**src/rtl/pte_perm_guard.sv**
```systemverilog
module pte_perm_guard #(
  parameter int VA_W     = 32,
  parameter int PTE_W    = 32,
  parameter int PAGE_LSB = 12,
  parameter int ACC_LSB  = 2,
  parameter int MOD_BIT  = 6
) (
  input  logic             clk,
  input  logic             rst_n,
  input  logic             req_valid,
  input  logic             req_write,
  input  logic             req_fetch,
  input  logic             req_super,
  input  logic [VA_W-1:0]  req_vaddr,
  input  logic [PTE_W-1:0] pte,
  input  logic             nofault_mode,
  input  logic             traps_on,
  input  logic             stat_rd,
  output logic             grant_r,
  output logic             grant_w,
  output logic             grant_x,
  output logic [2:0]       fault_type,
  output logic             trap_insn,
  output logic             trap_data,
  output logic [7:0]       stat_q,
  output logic [VA_W-1:0]  fault_addr_q
);
  localparam logic [2:0] FT_NONE = 3'd0;
  localparam logic [2:0] FT_PROT = 3'd2;
  localparam logic [2:0] FT_PRIV = 3'd3;

  logic [2:0] acc, cls, need, sup_rights, usr_rights, rights, grants;
  logic       user, has_fault, suppress, trap;
  logic [7:0] stat_d;

  assign acc  = pte[ACC_LSB +: 3];
  assign cls  = {req_write, req_fetch, req_super};
  assign user = ~req_super;
  assign need = {~req_write & ~req_fetch, req_write, req_fetch};

  always_comb begin
    case (acc)
      3'd0:    sup_rights = 3'b100;
      3'd1:    sup_rights = 3'b110;
      3'd2:    sup_rights = 3'b101;
      3'd3:    sup_rights = 3'b111;
      3'd4:    sup_rights = 3'b001;
      3'd5:    sup_rights = 3'b110;
      3'd6:    sup_rights = 3'b101;
      default: sup_rights = 3'b111;
    endcase
  end

  assign usr_rights = (acc == 3'd5) ? 3'b100 :
                      (acc[2] & acc[1]) ? 3'b000 : sup_rights;
  assign rights = user ? usr_rights : sup_rights;

  always_comb begin
    if (!req_valid)                        fault_type = FT_NONE;
    else if (user && acc[2] && acc[1])     fault_type = FT_PRIV;
    else if ((need & ~rights) != 3'b000)   fault_type = FT_PROT;
    else                                   fault_type = FT_NONE;
  end

  assign has_fault = req_valid && (fault_type != FT_NONE);
  assign suppress  = nofault_mode & user;
  assign grants    = (req_valid && (!has_fault || suppress)) ?
                     (rights & {1'b1, pte[MOD_BIT], 1'b1}) : 3'b000;
  assign {grant_r, grant_w, grant_x} = grants;

  assign trap      = has_fault & ~nofault_mode & traps_on;
  assign trap_insn = trap & req_fetch;
  assign trap_data = trap & ~req_fetch;

  always_comb begin
    stat_d = stat_q;
    if (has_fault) begin
      stat_d = (!stat_rd && stat_q != 8'd0) ? 8'd1 : 8'd0;
      stat_d = stat_d | {cls, fault_type, 2'b10};
    end else if (stat_rd) begin
      stat_d = 8'd0;
    end
  end

  always_ff @(posedge clk or negedge rst_n) begin
    if (!rst_n) begin
      stat_q       <= '0;
      fault_addr_q <= '0;
    end else begin
      stat_q <= stat_d;
      if (has_fault)
        fault_addr_q <= {req_vaddr[VA_W-1:PAGE_LSB], {PAGE_LSB{1'b0}}};
    end
  end


  traps_exclusive_chk: assert property (@(posedge clk) disable iff (!rst_n)
    $onehot0({trap_insn, trap_data}));


  nofault_silent_chk: assert property (@(posedge clk) disable iff (!rst_n)
    nofault_mode |-> !(trap_insn || trap_data));


  write_needs_mod_chk: assert property (@(posedge clk) disable iff (!rst_n)
    grant_w |-> pte[MOD_BIT]);


  log_valid_chk: assert property (@(posedge clk) disable iff (!rst_n)
    (req_valid && fault_type != 3'd0) |=> stat_q[1]);


  overflow_mark_chk: assert property (@(posedge clk) disable iff (!rst_n)
    (req_valid && fault_type != 3'd0 && !stat_rd && stat_q != 8'd0) |=> stat_q[0]);


  read_clear_chk: assert property (@(posedge clk) disable iff (!rst_n)
    (stat_rd && !(req_valid && fault_type != 3'd0)) |=> stat_q == 8'd0);


  user_priv_chk: assert property (@(posedge clk) disable iff (!rst_n)
    (req_valid && !req_super && pte[ACC_LSB+2] && pte[ACC_LSB+1]) |-> fault_type == 3'd3);
endmodule

```
**config.mk**
```make
export PLATFORM = sky130hd
export DESIGN_NAME = pte_perm_guard
export DESIGN_NICKNAME = d
export VERILOG_FILES = /design/src/rtl/pte_perm_guard.sv
export SDC_FILE = /design/constraint.sdc
export NUM_CORES = 1
export LEC_CHECK = 0
export CAP_MARGIN = 30
export CORE_UTILIZATION = 34
export CTS_BUF_LIST = sky130_fd_sc_hd__clkbuf_4 sky130_fd_sc_hd__clkbuf_8
export DETAILED_ROUTE_END_ITERATION = 12
export PLACE_DENSITY = 0.79
export SETUP_SLACK_MARGIN = 0.02
export SLEW_MARGIN = 20
export SYNTH_ARGS = -nofsm -noshare
export SYNTH_HDL_FRONTEND = slang
export SYNTH_SLANG_ARGS = --single-unit
```
**constraint.sdc**
```tcl
create_clock -name clk -period 1.9 [get_ports clk]
set_input_delay 0.19 -clock clk [delete_from_list [all_inputs] [get_ports clk]]
set_output_delay 0.19 -clock clk [all_outputs]
set_load 0.02 [all_outputs]
```
==> qor.txt <==
period utilization: 99.7%
min cycle time layout: 1.90 ns
I/O Buffers: 66
Pleak: 0.00114 µW
initial antenna violation count: 0
detailed-route vias per instance: 4.63
die width: 69.1 µm
most common cell in the netlist: dfrtp_1
grt total ovfl: 0
top post-synthesis cells by area: dfrtp_1 (44%), mux2_4 (15%), buf_4 (7.3%), mux2_2 (4.4%), ha_1 (4.1%)
status: finished clean
number of synthesized flops with an enable pin: 0
Hold Crit Class: input port to async pin
Iteration-0 DRC Markers: 56
Synth area leader: dfrtp_1
WP data arrival: 1.71 ns
crit path to: trap_data
Clock Tree Root: clkbuf_8
Max VDD drop: 0.364 mV
max_cap viols: 0
total core area: 4350 µm²
worst clock skew: 0.00805 ns
crit path kind: input port to primary output
nets@finish: 295
vias in the first global route: 1269
Comb pwr share: 44.6%
Worst setup SP type: input port
Die Span Y: 69.1 µm
synthesis warning total: 0
slowest stage delay, CP: 0.34 ns
Synth async-reset ratio: 100%
sequential element share of the synthesized area: 44.1%
Mapped Area: 1530 µm²
crit-path max FO: 4
post-synth top area share: 44.1%
Area Growth Syn to Fin: 64.6%
post-synth cell types: 38
DPL Wire Length: 3040 µm
P_sw: 634 µW
largest net degree at the start of global routing: 28
Sw Ratio: 32.6%
layout cells sized above 1: 38.4%
GRT Resource Usage Total: 16.5%
final setup violation count: 0
FP Rows: 24
Reg clk slew, reported paths: 0.10 ns
initial core utilization: 35.2%
CTS Buf Count: 3
clock share of power: 17.0%
final hold slack: 0.271 ns
Max Freq: 528 MHz
top cells by count, synth: dfrtp_1 (27), buf_4 (15), mux2_4 (15)
Clock Tree Buf Depth: 2
clk_lat worst skew: 0.28 ns
Gate Count Post-Synth: 122
CP bufs+invs: 4
wire per inst: 14.6 µm
Required @ worst endpoint: 1.71 ns
CP endpoint kind: primary output
# diodes: 0
end-of-flow core utilization: 57.9%
critical path depth in cells: 9
first-pass GRT wire length: 6260 µm
placer congestion estimate: 0.880
CTS tree: yes
total internal power: 1310 µW
crit path from: pte[3]
vias: 1240
RR Startpoint: stat_q[1]$_DFFE_PN0P_
DRT antenna net count: 0
Crit path max-delay family: buffers and inverters
Hold Buf Count CTS: 0
crit-path cells: buf_4 > inv_4 > ha_4 > a211oi_4 > buf_4 > o2bb2ai_4 > a221oi_4 > nor4b_2 > buf_2
final slew viol count: 0
Power Density: 771 nW/µm²
Seq pwr share: 38.4%
syn avg cell area: 12.6 µm²
I/O pin count: 121
CTS sink cnt: 27
Main synth FF type: dfrtp_1
Critical R2R Capture: stat_q[0]$_DFFE_PN0P_
Seq cells post-synth: 27
Die ar.: 4780 µm²
H-tree levels: 1
endpoints failing hold: 0
drt pass-1 iters: 4
Routed WL: 3900 µm
slowest CP cell: nor4b_2
worst-case reg-to-reg path depth: 3
RSZ-0062 raised after global routing: true
DRC violations left: 0
Reg2Reg Setup Slack: 0.79 ns
crit-path most repeated cell: buf_4
-- flip-flops by register name, indices dropped and copies added (netlist names) --
signal	count
fault_addr_q	20
stat_q	7
-- worst min-delay path by stage --
stage,from,to,slack (ns),cells after the start
after detailed placement,fault_addr_q[27]$_DFFE_PN0P_,fault_addr_q[27]$_DFFE_PN0P_,0.49,1
after CTS,rst_n,fault_addr_q[20]$_DFFE_PN0P_,0.28,2
after global placement,fault_addr_q[19]$_DFFE_PN0P_,fault_addr_q[19]$_DFFE_PN0P_,0.49,1
final,rst_n,fault_addr_q[20]$_DFFE_PN0P_,0.27,2
after global routing,rst_n,fault_addr_q[20]$_DFFE_PN0P_,0.29,2
after floorplan,rst_n,fault_addr_q[12]$_DFFE_PN0P_,-0.11,0
-- placed cells by master (no fill, tap or decap), types with 4 or more instances in the layout --
cell	count
buf_2	4
mux2_4	15
mux2_2	6
clkdlybuf4s50_1	53
inv_1	4
conb_1	14
buf_4	28
dfrtp_1	27
buf_6	4
-- worst register-to-register path, cell delays in order (launching register included) --
cell	delay [ns]
dfrtp_1	0.42
nor4_1	0.29
a21oi_1	0.11
a22o_1	0.20
-- logic make-up (layout without fill, tap and decap cells) --
| kind of cell | Yosys count | after routing | share of synthesized area (%) |
|---|---|---|---|
| simple gates | 21 | 21 | 8.49 |
| fa+ha+maj | 5 | 5 | 4.08 |
| buf+inv | 25 | 106 | 11.0 |
| other cells | 1 | 14 | 0.245 |
| compound gates | 22 | 22 | 13.0 |
| mux | 21 | 21 | 19.1 |
| flops | 27 | 27 | 44.1 |
-- what timing repair did --
| action | in CTS | in global routing |
|---|---|---|
| resized for setup | 62 | 11 |
| endpoints found under the setup margin | 34 | 10 |
| pin swaps | 8 | 4 |
| gates cloned | 0 | 0 |
| setup buffers | 2 | 2 |
-- through the flow --
| step | setup TNS (ns) | cell area, µm² | std cells | setup slack, ns | power [µW] |
|---|---|---|---|---|---|
| global route | -0.157 | 2520 | 268 | -0.0512 | 2040 |
| finish | 0 | 2520 | 268 | 0.00477 | 1940 |
| global placement | -20.10 | 2360 | 260 | -0.931 | 1570 |
| floorplan | -0.116 | 1590 | 135 | -0.116 | 1200 |
| CTS | -0.0243 | 2490 | 266 | -0.0243 | 1950 |
| detailed placement | -22.42 | 2360 | 260 | -1.03 | 1590 |
-- area by class of cell --
cell class,instances,area [µm²]
Clock inverter,1,7.51
Timing Repair Buffer,95,858
Multi-Input combinational cell,83,843
Fill cell,360,1830
Inverter,7,31.3
Tap cell,52,65.1
Sequential cell,27,676
Clock buffer,3,41.3
-- per-layer routing --
layer,up-vias,share of wire [%],GRT usage (%)
met1,595,42,20.7
met3,6,4.2,4.09
met2,40,53,27.8
li1,599,-,-
met4,0,1.4,4.99
met5,-,0,0
-- power groups by stage --
stage          combinational, µW  sequential, µW  clock (µW)
2_1_floorplan                313             887           0
3_3_place_gp                 825             749           0
3_5_place_dp                 835             757           0
4_1_cts                      858             747         343
5_1_grt                      912             762         363
6_report                     867             747         331
Power figures use the tool's default switching activity.
